File: src/rtl/tok_pkg.sv
package tok_pkg;

    // Message kind encoding shared by the in and out ports.
    typedef enum logic [1:0] {
        MK_TOKENS = 2'd0,
        MK_REQ_RD = 2'd1,
        MK_REQ_WR = 2'd2,
        MK_RSVD   = 2'd3
    } msg_kind_e;

    // Bits needed to hold a count from 0 up to total inclusive.
    function automatic int cnt_width(input int total);
        return $clog2(total + 1);
    endfunction

endpackage

File: src/rtl/tok_ledger.sv
module tok_ledger #(
    parameter int TOKENS = 8,
    parameter int CW     = 4
) (
    input  logic          clk,
    input  logic          rst,
    input  logic          add_en,
    input  logic [CW-1:0] add_n,
    input  logic [CW-1:0] give_n,
    output logic [CW-1:0] count,
    output logic [CW-1:0] count_d,
    output logic          overflow_err
);
    logic [CW:0] sum;
    logic        over;

    always_comb begin
        sum = {1'b0, count} - {1'b0, give_n};
        if (add_en) sum = sum + {1'b0, add_n};
        over    = sum > (CW+1)'(TOKENS);
        count_d = over ? CW'(TOKENS) : sum[CW-1:0];
    end

    always_ff @(posedge clk) begin
        if (rst) begin
            count        <= '0;
            overflow_err <= 1'b0;
        end else begin
            count <= count_d;
            if (over) overflow_err <= 1'b1;
        end
    end
endmodule

File: src/rtl/tok_access.sv
module tok_access #(
    parameter int TOKENS = 8,
    parameter int CW     = 4,
    parameter int DATA_W = 32
) (
    input  logic              clk,
    input  logic              rst,
    input  logic              op_valid,
    input  logic              op_store,
    input  logic [DATA_W-1:0] op_wdata,
    input  logic [CW-1:0]     count,
    input  logic [CW-1:0]     count_d,
    input  logic              fill_en,
    input  logic [DATA_W-1:0] fill_data,
    output logic              may_read,
    output logic              may_write,
    output logic              op_need,
    output logic              store_now,
    output logic              op_done,
    output logic [DATA_W-1:0] op_rdata,
    output logic [DATA_W-1:0] line_data,
    output logic              line_valid
);
    logic go, permitted, accept;

    always_comb begin
        may_read  = (count != '0) && line_valid;
        may_write = count == CW'(TOKENS);
        permitted = op_store ? may_write : may_read;
        go        = op_valid && !op_done;
        accept    = go && permitted;
        op_need   = go && !permitted;
        store_now = accept && op_store;
    end

    always_ff @(posedge clk) begin
        if (rst) begin
            op_done    <= 1'b0;
            op_rdata   <= '0;
            line_data  <= '0;
            line_valid <= 1'b0;
        end else begin
            op_done <= accept;
            if (accept && !op_store) op_rdata <= line_data;
            if (count_d == '0) begin
                line_valid <= 1'b0;
            end else if (store_now) begin
                line_data  <= op_wdata;
                line_valid <= 1'b1;
            end else if (fill_en) begin
                line_data  <= fill_data;
                line_valid <= 1'b1;
            end
        end
    end
endmodule

File: src/rtl/tok_msg_port.sv
module tok_msg_port
    import tok_pkg::*;
#(
    parameter int CW     = 4,
    parameter int DATA_W = 32
) (
    input  logic              clk,
    input  logic              rst,
    input  logic              in_valid,
    input  msg_kind_e         in_kind,
    input  logic [CW-1:0]     count,
    input  logic              op_need,
    input  logic              op_store,
    input  logic [DATA_W-1:0] resp_data,
    input  logic              resp_has_data,
    output logic [CW-1:0]     give_n,
    output logic              out_valid,
    output logic [1:0]        out_kind,
    output logic [CW-1:0]     out_tokens,
    output logic              out_has_data,
    output logic [DATA_W-1:0] out_data
);
    typedef struct packed {
        logic              valid;
        msg_kind_e         kind;
        logic [CW-1:0]     tokens;
        logic              has_data;
        logic [DATA_W-1:0] data;
    } out_msg_t;

    out_msg_t out_q, out_d;
    logic     pending_q, pending_d;
    logic     resp_wr, resp_rd, resp, send_req;

    always_comb begin
        resp_wr  = in_valid && (in_kind == MK_REQ_WR) && (count != '0);
        resp_rd  = in_valid && (in_kind == MK_REQ_RD) && (int'(count) >= 2);
        resp     = resp_wr || resp_rd;
        give_n   = resp_wr ? count : (resp_rd ? CW'(1) : '0);
        send_req = op_need && !pending_q && !resp;
        out_d    = '0;
        if (resp) begin
            out_d.valid    = 1'b1;
            out_d.kind     = MK_TOKENS;
            out_d.tokens   = give_n;
            out_d.has_data = resp_has_data;
            out_d.data     = resp_has_data ? resp_data : '0;
        end else if (send_req) begin
            out_d.valid = 1'b1;
            out_d.kind  = op_store ? MK_REQ_WR : MK_REQ_RD;
        end
        // A surrender of tokens re-arms the request of a waiting operation.
        pending_d = op_need && !resp && (pending_q || send_req);
    end

    always_ff @(posedge clk) begin
        if (rst) begin
            out_q     <= '0;
            pending_q <= 1'b0;
        end else begin
            out_q     <= out_d;
            pending_q <= pending_d;
        end
    end

    assign out_valid    = out_q.valid;
    assign out_kind     = out_q.kind;
    assign out_tokens   = out_q.tokens;
    assign out_has_data = out_q.has_data;
    assign out_data     = out_q.data;
endmodule

File: src/rtl/tok_perm_unit.sv
module tok_perm_unit
    import tok_pkg::*;
#(
    parameter int TOKENS = 8,
    parameter int DATA_W = 32,
    localparam int CW    = tok_pkg::cnt_width(TOKENS)
) (
    input  logic              clk,
    input  logic              rst,
    input  logic              op_valid,
    input  logic              op_store,
    input  logic [DATA_W-1:0] op_wdata,
    output logic              op_done,
    output logic [DATA_W-1:0] op_rdata,
    input  logic              in_valid,
    input  logic [1:0]        in_kind,
    input  logic [CW-1:0]     in_tokens,
    input  logic              in_has_data,
    input  logic [DATA_W-1:0] in_data,
    output logic              out_valid,
    output logic [1:0]        out_kind,
    output logic [CW-1:0]     out_tokens,
    output logic              out_has_data,
    output logic [DATA_W-1:0] out_data,
    output logic [CW-1:0]     tokens_held,
    output logic              may_read,
    output logic              may_write,
    output logic              overflow_err
);
    msg_kind_e         kind_in;
    logic              add_en, fill_en;
    logic [CW-1:0]     give_n, count_d;
    logic              op_need, store_now, line_valid;
    logic [DATA_W-1:0] line_data, resp_data;
    logic              resp_has_data;

    always_comb begin
        kind_in       = msg_kind_e'(in_kind);
        add_en        = in_valid && (kind_in == MK_TOKENS);
        fill_en       = add_en && in_has_data;
        resp_data     = store_now ? op_wdata : line_data;
        resp_has_data = store_now || line_valid;
    end

    tok_ledger #(.TOKENS(TOKENS), .CW(CW)) i_ledger (
        .clk(clk), .rst(rst), .add_en(add_en), .add_n(in_tokens),
        .give_n(give_n), .count(tokens_held), .count_d(count_d),
        .overflow_err(overflow_err)
    );

    tok_access #(.TOKENS(TOKENS), .CW(CW), .DATA_W(DATA_W)) i_access (
        .clk(clk), .rst(rst), .op_valid(op_valid), .op_store(op_store),
        .op_wdata(op_wdata), .count(tokens_held), .count_d(count_d),
        .fill_en(fill_en), .fill_data(in_data), .may_read(may_read),
        .may_write(may_write), .op_need(op_need), .store_now(store_now),
        .op_done(op_done), .op_rdata(op_rdata), .line_data(line_data),
        .line_valid(line_valid)
    );

    tok_msg_port #(.CW(CW), .DATA_W(DATA_W)) i_msg (
        .clk(clk), .rst(rst), .in_valid(in_valid), .in_kind(kind_in),
        .count(tokens_held), .op_need(op_need), .op_store(op_store),
        .resp_data(resp_data), .resp_has_data(resp_has_data),
        .give_n(give_n), .out_valid(out_valid), .out_kind(out_kind),
        .out_tokens(out_tokens), .out_has_data(out_has_data),
        .out_data(out_data)
    );
endmodule

File: config.mk
export PLATFORM = sky130hd
export DESIGN_NAME = tok_perm_unit
export DESIGN_NICKNAME = d
export VERILOG_FILES = /design/src/rtl/tok_pkg.sv /design/src/rtl/tok_ledger.sv /design/src/rtl/tok_access.sv /design/src/rtl/tok_msg_port.sv /design/src/rtl/tok_perm_unit.sv
export SDC_FILE = /design/constraint.sdc
export NUM_CORES = 1
export LEC_CHECK = 0
export CAP_MARGIN = 10
export CELL_PAD_IN_SITES_DETAIL_PLACEMENT = 0
export CELL_PAD_IN_SITES_GLOBAL_PLACEMENT = 1
export CORE_MARGIN = 1
export CORE_UTILIZATION = 36
export CTS_BUF_LIST = sky130_fd_sc_hd__clkbuf_16
export CTS_CLUSTER_DIAMETER = 200
export CTS_CLUSTER_SIZE = 25
export DETAILED_ROUTE_END_ITERATION = 8
export MAX_ROUTING_LAYER = met4
export PLACE_DENSITY_LB_ADDON = 0.1
export SYNTH_ARGS = -nofsm -noshare
export SYNTH_HDL_FRONTEND = slang
export SYNTH_HIERARCHICAL = 1
export SYNTH_SLANG_ARGS = --single-unit
File: constraint.sdc
create_clock -name clk -period 6.7 [get_ports clk]
set_input_delay 2.01 -clock clk [delete_from_list [all_inputs] [get_ports clk]]
set_output_delay 2.01 -clock clk [all_outputs]
set_load 0.05 [all_outputs]
==> run metrics, run 1 <==
Clk Latency, worst-skew pair=0.35 ns; Starting Density=36.6%; simple-gate area share of the yosys netlist=21.9%; worst hold stages=2; Max Clock Skew=0.00844 ns; initial DRC count=400; pre-CTS setup slack=-0.0196 ns; Tmin final=6.42 ns; Area growth syn-to-layout=32.1%; final setup violation count=0; Max Slew Vio Count=0; Core Box Area=15,800 um2; P_sw=just under 1 mW; total of max-cap violations=0; Flop pwr share=33.4%; final WL=approximately 18 mm; R2R setup slack=1.90 ns; footprint of the multi-input gates=approximately 3200 um2; Final nets=827; cell taking the most area after synthesis=dfxtp_1; Syn Std Cell Area=5800 um2; xor and xnor area share after synthesis=0.604%; Critical Path RT=6.89 ns; Final Hold Vio Count=0; outcome=completed; CTS Hold Bufs=0; switch share=between 40 and 50%; largest net degree at the start of global routing=78; synth top area cells=dfxtp_1 39%, mux2_4 7.5%, o21ai_0 5.5%; min-delay worst type=reg2reg; post-synth top area share=about 39%; DRT Pass-1 Iters=5; Most used DFF post-synth=dfxtp_1; dominant cell by count in the synthesized netlist=dfxtp_1; Post-synth EDFFs=0; Placer Congestion=0.777; post-route ant nets=0; Max rail drop VDD=a little over 0.4 mV; row cnt=46; Worst R2R End=i_access/line_data[31]; Setup crit start kind=input port; die height=~130 um; Hold Slack=0.475 ns; PD cells=308 nW/um2; Seq/Total Area, Yosys=roughly two fifths; worst setup path class=in2reg; H-tree lvl count=3; net count after synthesis=718; Unique masters post-synth=53; final worst slack=0.284 ns; DR WL/cell=approximately 19 um; Die W=roughly 130 um; CTS Buffer Depth=2; adder-cell share of the synthesized area=2.42%; Syn Area/Cell=9.18 um2; CTS Buf Count=9; io pins=156; Hold EP=i_access/op_rdata[29]; DR vias=5,431; Vias/cell=5.65; drt drc=0; vias in the first global route=~5,200; CP Capture Type=flip-flop; mux share of post-synthesis cell area=8.61%; combinational power share=44.1%; clock root buffer=clkbuf_16; P_leak=2.68 nW; Congestion Overflow GR=0; Worst Path Max Fanout=between 60 and 70; # port buffers=155; CTS Sinks=112; Tcrit/Tclk final=roughly 96%; GRT Total Usage=about 23%; r2r startpoint=i_ledger/count[1]; initial antenna violation count=0; largest family of logic cells by synthesized area=simple AND/OR/NAND/NOR gates; post-detail-place hpwl=10.8 mm; FF/Latch Area=2240 um2; Syn Inst Count=~630; Synth Area in Compound Gates=approximately a fifth; CTS tree=yes; Worst-path clk slew=about 0.07 ns; RSZ-0062 raised after global routing=false; first-pass GRT wire length=28.6 mm; Synth Register Bits=112; R2R depth=15; asr flop ratio synth=0%; Pint=1.39 mW; hold_sp=i_access/op_rdata[29]; top cells by count, synth=112 x dfxtp_1, 64 x o21ai_0, 46 x clkbuf_1, 38 x a21oi_1, 36 x nor2b_1; relative slew slack=about two fifths; Ys Warns=6; clock power share=22.4%; die area=16,600 um2; critical path arrival=6.60 ns; FILL cells=1,508; n_diodes=0; Post-CTS Setup Bufs=0; share of cells above drive strength 1=11.1%; worst slew pin tran=about 0.9 ns; # resized after CTS=0; Fmax=156 MHz
## placed cells by master, fill, tap and decap left out, types with 4 or more instances in the layout
master | synthesis | routed
nor2_1 | 8 | 7
a21oi_1 | 38 | 38
and3_2 | 6 | 6
ha_1 | 8 | 8
and3_1 | 27 | 27
nand2_1 | 34 | 34
xor2_1 | 4 | 4
clkdlybuf4s50_1 | 0 | 154
o2111ai_1 | 32 | 32
nor2b_1 | 36 | 35
clkbuf_16 | 0 | 9
inv_1 | 7 | 8
and2_1 | 6 | 6
nand4_1 | 32 | 32
nand3_1 | 33 | 33
buf_4 | 0 | 11
clkinv_1 | 0 | 4
nor3_1 | 6 | 6
o21ai_0 | 64 | 64
mux2_4 | 29 | 29
a41oi_1 | 32 | 32
dfxtp_1 | 112 | 112
## flip-flops by register name, summed over array words and instances (netlist names)
register               count
i_ledger/overflow_err      1
i_msg/out_tokens           4
i_access/line_data        32
i_access/op_done           1
i_access/line_valid        1
i_ledger/count             4
i_msg/out_has_data         1
i_access/op_rdata         32
i_msg/out_data            32
i_msg/out_valid            1
i_msg/out_kind             2
i_msg/pending_q            1
## worst max-delay path: stages
cell	delay, ns
clkdlybuf4s50_1	0.57
and3b_1	0.29
a22o_2	0.24
ha_1	0.20
inv_1	0.06
fa_1	0.48
fa_1	0.47
a211oi_1	0.27
nor2_1	0.09
xor2_1	0.18
or2_1	0.30
buf_4	0.18
or4_2	0.66
buf_12	0.22
o2111ai_1	0.16
a41oi_1	0.15
## per-stage QoR
| step | instance area, um2 | instances | TNS (ns) | power, mW | util, % |
|---|---|---|---|---|---|
| after floorplan | 5800 | 632 | 0 | 1.55 | - |
| after global placement | 7380 | 946 | 0 | 1.82 | 46.6 |
| after detailed placement | 7380 | 946 | -0.0986 | 1.84 | 46.6 |
| after CTS | 7660 | 962 | 0 | 2.37 | 48.4 |
| after global routing | 7660 | 962 | 0 | 2.49 | 48.4 |
| final | 7660 | 962 | 0 | 2.36 | 48.4 |
## cell families after synthesis
family                     count (synthesis)
xor gates and xnor gates                   4
adders and majority gates                 10
muxes                                     35
AOI/OAI and AO/OA                        177
and+or+nand+nor                          215
DFF                                      112
buffers and inverters                     79
## worst max path at each step
stage / startpoint / cells after the start / end / slack (ns)
after floorplan: in_valid / 18 / i_access/line_data[10] / 1.04
after global placement: in_kind[1] / 17 / i_access/line_data[18] / 0.11
after detailed placement: in_kind[0] / 16 / i_access/line_data[4] / -0.02
after CTS: in_kind[1] / 17 / i_access/line_data[4] / 0.34
after global routing: in_kind[0] / 17 / i_access/line_data[13] / 0.004
final: in_kind[0] / 16 / i_access/line_data[31] / 0.28
## routing by layer
| layer | track usage [%] | vias up | routed length, um |
|---|---|---|---|
| li1 | - | 2581 | - |
| met1 | 29.2 | 2645 | 8440 |
| met2 | 36.6 | 190 | 8640 |
| met3 | 3.20 | 15 | 876 |
| met4 | 6.92 | 0 | 209 |
| met5 | - | - | 0 |
## power groups by stage
stage / sequential, mW / clock [mW] / combinational [mW]
floorplan: 0.829 / 0 / 0.723
global placement: 0.802 / 0 / 1.02
detailed placement: 0.804 / 0 / 1.04
CTS: 0.788 / 0.542 / 1.04
global route: 0.799 / 0.568 / 1.12
finish: 0.789 / 0.530 / 1.04
## cell type report
cell class                 count  share of cell area [%]
clock buffer                   9                    2.94
timing repair buffer         168                    21.8
tap                          216                    3.53
clock inverter                 7                   0.702
inverter                       9                   0.506
sequential                   112                    29.3
multi-input combinational    441                    41.3
Power figures use the tool's default switching activity.
==> run 2: changes to the inputs <==
- CORE_UTILIZATION: 36 -> 33
- SYNTH_HIERARCHICAL: 1 -> default
==> run 2 against run 1 <==
  * Sequential share of layout area up 4.6 points
  * Synthesized cell count down 16%
  * Area after synthesis down 19%
  * Sequential power down 7.2%
  * Non-clock buffer count down 6
  * Power down 32%
  * Hold slack worse by 0.022 ns
  * Global-route usage down 3.7 points
  * Count of clock-buffer cells in the layout unchanged
  * Flip-flop and latch count unchanged
  * Critical path type unchanged
  * Largest power group is now sequential cells
==> run metrics, run 2 <==
top cells by count, synth=131 x nand2_1, 112 x dfxtp_1, 104 x a21oi_1, 32 x a21boi_0 (was 112 x dfxtp_1, 64 x o21ai_0, 46 x clkbuf_1, 38 x a21oi_1, 36 x nor2b_1); CTS Buffer Depth=2 (unchanged); GRT Total Usage=18.9% (was 22.7%); Syn Std Cell Area=4680 um2 (was 5800 um2); die area=14,700 um2 (was 16,600 um2); vias in the first global route=4,098 (was 5,226); Synth Register Bits=112 (unchanged); DR vias=4,153 (was 5,431); critical path arrival=6.21 ns (was 6.60 ns); Congestion Overflow GR=0 (unchanged); CTS Buf Count=9 (unchanged); Post-synth EDFFs=0 (unchanged); PD cells=243 nW/um2 (was 308 nW/um2); post-synth top area share=47.9% (was 38.7%); Critical Path Start=in_kind[0] (unchanged); Worst-path clk slew=0.07 ns (about the same); combinational power share=24.1% (was 44.1%); n_diodes=0 (unchanged); total of max-cap violations=0 (unchanged); min-delay worst type=reg2reg (unchanged); row cnt=43 (was 46); CTS Sinks=112 (unchanged); Post-CTS Setup Bufs=0 (unchanged); setup_tns=0 ns (unchanged); final worst slack=0.669 ns (was 0.284 ns); CTS Hold Bufs=0 (unchanged); Max rail drop VDD=0.139 mV (was 0.412 mV); Flop pwr share=45.5% (was 33.4%); Setup crit start kind=input port (unchanged); Clk Latency, worst-skew pair=0.34 ns (was 0.35 ns); synth top area cells=dfxtp_1 48%, a21oi_1 11%, nand2_1 11% (was dfxtp_1 39%, mux2_4 7.5%, o21ai_0 5.5%); Max Clock Skew=0.00634 ns (was 0.00844 ns); dominant cell by count in the synthesized netlist=nand2_1 (was dfxtp_1); CP max-delay cell=and2_2 (was or4_2); Seq/Total Area, Yosys=47.9% (was 38.7%); P_leak=2.22 nW (was 2.68 nW); share of cells above drive strength 1=9.42% (was 11.1%); io pins=156 (unchanged); final WL=13.5 mm (was 18.2 mm); placed cell count=834 (was 946); Critical Path RT=6.88 ns (was 6.89 ns); FILL cells=1,362 (was 1,508); R2R depth=17 (was 15); Post-Layout Cell Count=849 (was 962); Most used DFF post-synth=dfxtp_1 (unchanged); P_sw=503 uW (was 976 uW); Die W=121 um (was 129 um); CP Capture Type=flip-flop (unchanged); DRT Pass-1 Iters=4 (was 5); Ys Warns=0 (was 6); drt drc=0 (unchanged); initial DRC count=186 (was 400); Final Hold Vio Count=0 (unchanged); Max Slew Vio Count=0 (unchanged); RSZ-0062 raised after global routing=false (unchanged); Core Box Area=13,900 um2 (was 15,800 um2); initial antenna violation count=0 (unchanged); Starting Density=33.7% (was 36.6%); Critical Path End=i_access.line_data[27] (was i_access/line_data[31]); Tmin final=6.03 ns (was 6.42 ns); cell taking the most area after synthesis=dfxtp_1 (unchanged); outcome=completed (unchanged); CTS tree=yes (unchanged); H-tree lvl count=3 (unchanged); most frequent cells in the layout=154 x clkdlybuf4s50_1, 131 x nand2_1, 112 x dfxtp_1 (was 154 x clkdlybuf4s50_1, 112 x dfxtp_1, 64 x o21ai_0); max incr delay on CP=0.81 ns (was 0.66 ns); Placer Congestion=0.849 (was 0.777); Syn Area/Cell=8.80 um2 (was 9.18 um2); # port buffers=155 (unchanged); most common cell after layout, fill and taps aside=clkdlybuf4s50_1 (unchanged); Fmax=166 MHz (was 156 MHz); Tcrit/Tclk final=90.0% (was 95.8%); Final nets=749 (was 827); first-pass GRT wire length=21.0 mm (was 28.6 mm); asr flop ratio synth=0% (unchanged); relative slew slack=25.2% (was 40.3%); CP Cell Sequence=clkdlybuf4s50_1, nor3b_1, a21o_1, nand2_1, nor2_1, ha_1, inv_1, or3_1, a31oi_1, inv_1, ha_1, a21oi_1, xnor2_1, nand3_2, and2_2, a211oi_2 (was clkdlybuf4s50_1, and3b_1, a22o_2, ha_1, inv_1, fa_1, fa_1, a211oi_1, nor2_1, xor2_1, or2_1, buf_4, or4_2, buf_12, o2111ai_1, a41oi_1); Unique masters post-synth=48 (was 53); net count after synthesis=616 (was 718); clock root buffer=clkbuf_16 (unchanged); Vias/cell=4.89 (was 5.65); clock power share=30.4% (was 22.4%); pre-CTS setup slack=0.302 ns (was -0.0196 ns); R2R setup slack=2.29 ns (was 1.90 ns); Area growth syn-to-layout=41.3% (was 32.1%); worst slew pin tran=1.12 ns (was 0.895 ns); # resized after CTS=0 (unchanged); worst setup path class=in2reg (unchanged); final setup violation count=0 (unchanged); Syn Inst Count=532 (was 632); Worst Path Max Fanout=32 (was 64); Worst R2R End=i_access.line_data[27] (was i_access/line_data[31]); post-route ant nets=0 (unchanged); Pint=1.11 mW (was 1.39 mW); post-detail-place hpwl=8.78 mm (was 10.8 mm); r2r startpoint=i_ledger.count[2] (was i_ledger/count[1]); switch share=31.3% (was 41.3%); die height=121 um (was 129 um); DR WL/cell=15.8 um (was 18.9 um); largest net degree at the start of global routing=71 (was 78)
run 2: changes by cell type after synthesis, sizes merged, moves of 32 or more:
| cell | change |
|---|---|
| a41oi | -32 |
| a21oi | +67 |
| a21boi | +32 |
| nand2 | +98 |
| nor2b | -35 |
| mux2 | -32 |
| o21ai | -64 |
| nand4 | -32 |
run 2: logic make-up (layout without fill, tap and decap cells):
kind of cell    Yosys count  count (layout)  synth area share [%]
compound gates          182             182                  27.0
simple gates            176             176                  16.9
flops                   112             112                  47.9
buf+inv                  47             184                  4.55
fa+ha+maj                 8               8                  2.30
xor+xnor                  6               6                  1.12
mux                       1               1                 0.214
run 2: worst min path at each step:
| stage | slack, ns | cells past startpoint | startpoint | end |
|---|---|---|---|---|
| 2_1_floorplan | 0.42 | 1 | i_msg.pending_q | i_msg.out_kind[1] |
| 3_3_place_gp | 0.44 | 1 | i_msg.pending_q | i_msg.out_kind[1] |
| 3_5_place_dp | 0.44 | 1 | i_msg.pending_q | i_msg.out_valid |
| 4_1_cts | 0.45 | 1 | i_msg.pending_q | i_msg.out_kind[1] |
| 5_1_grt | 0.47 | 2 | i_access.op_rdata[25] | i_access.op_rdata[25] |
| 6_report | 0.45 | 1 | i_msg.pending_q | i_msg.out_kind[1] |
run 2: cell type report:
type	instances	area, um2	share of cell area (%)
repair buffers	162	1600	24.2
inverters	7	26.3	0.397
multi-input cells	373	2260	34.2
well taps	180	225	3.41
clock inverters	6	30.0	0.454
flip-flops and latches	112	2240	33.9
clock buffers	9	225	3.41
run 2: layer usage:
metal / track usage (%) / share of wire, %
met1: 24.9 / 47
met2: 29.7 / 46
met4: 6.17 / 1.1
met5: - / 0
met3: 2.96 / 5.5
run 2: metrics by stage:
stage                     util (%)  power, mW  cell area [um2]  hold WS, ns
after floorplan                  -       1.01             4680        0.423
after global placement        45.8       1.13             6360        0.437
after detailed placement      45.8       1.14             6360        0.442
after CTS                     47.6       1.63             6610        0.452
after global routing          47.6       1.68             6610        0.472
final                         47.6       1.61             6610        0.452
run 2: worst max-delay path, delay by kind of cell:
| family | cells | cell delay [ns] |
|---|---|---|
| xor gates and xnor gates | 1 | 0.14 |
| and+or+nand+nor | 6 | 1.72 |
| buffers and inverters | 3 | 0.83 |
| AOI/OAI and AO/OA | 4 | 0.97 |
| adders and majority gates | 2 | 0.53 |
run 2: power groups by stage:
stage          logic, mW  registers, mW  clock network, mW
4_1_cts            0.392          0.732              0.503
3_3_place_gp       0.384          0.747                  0
2_1_floorplan      0.232          0.777                  0
5_1_grt            0.423          0.737              0.524
3_5_place_dp       0.390          0.748                  0
6_report           0.388          0.732              0.489
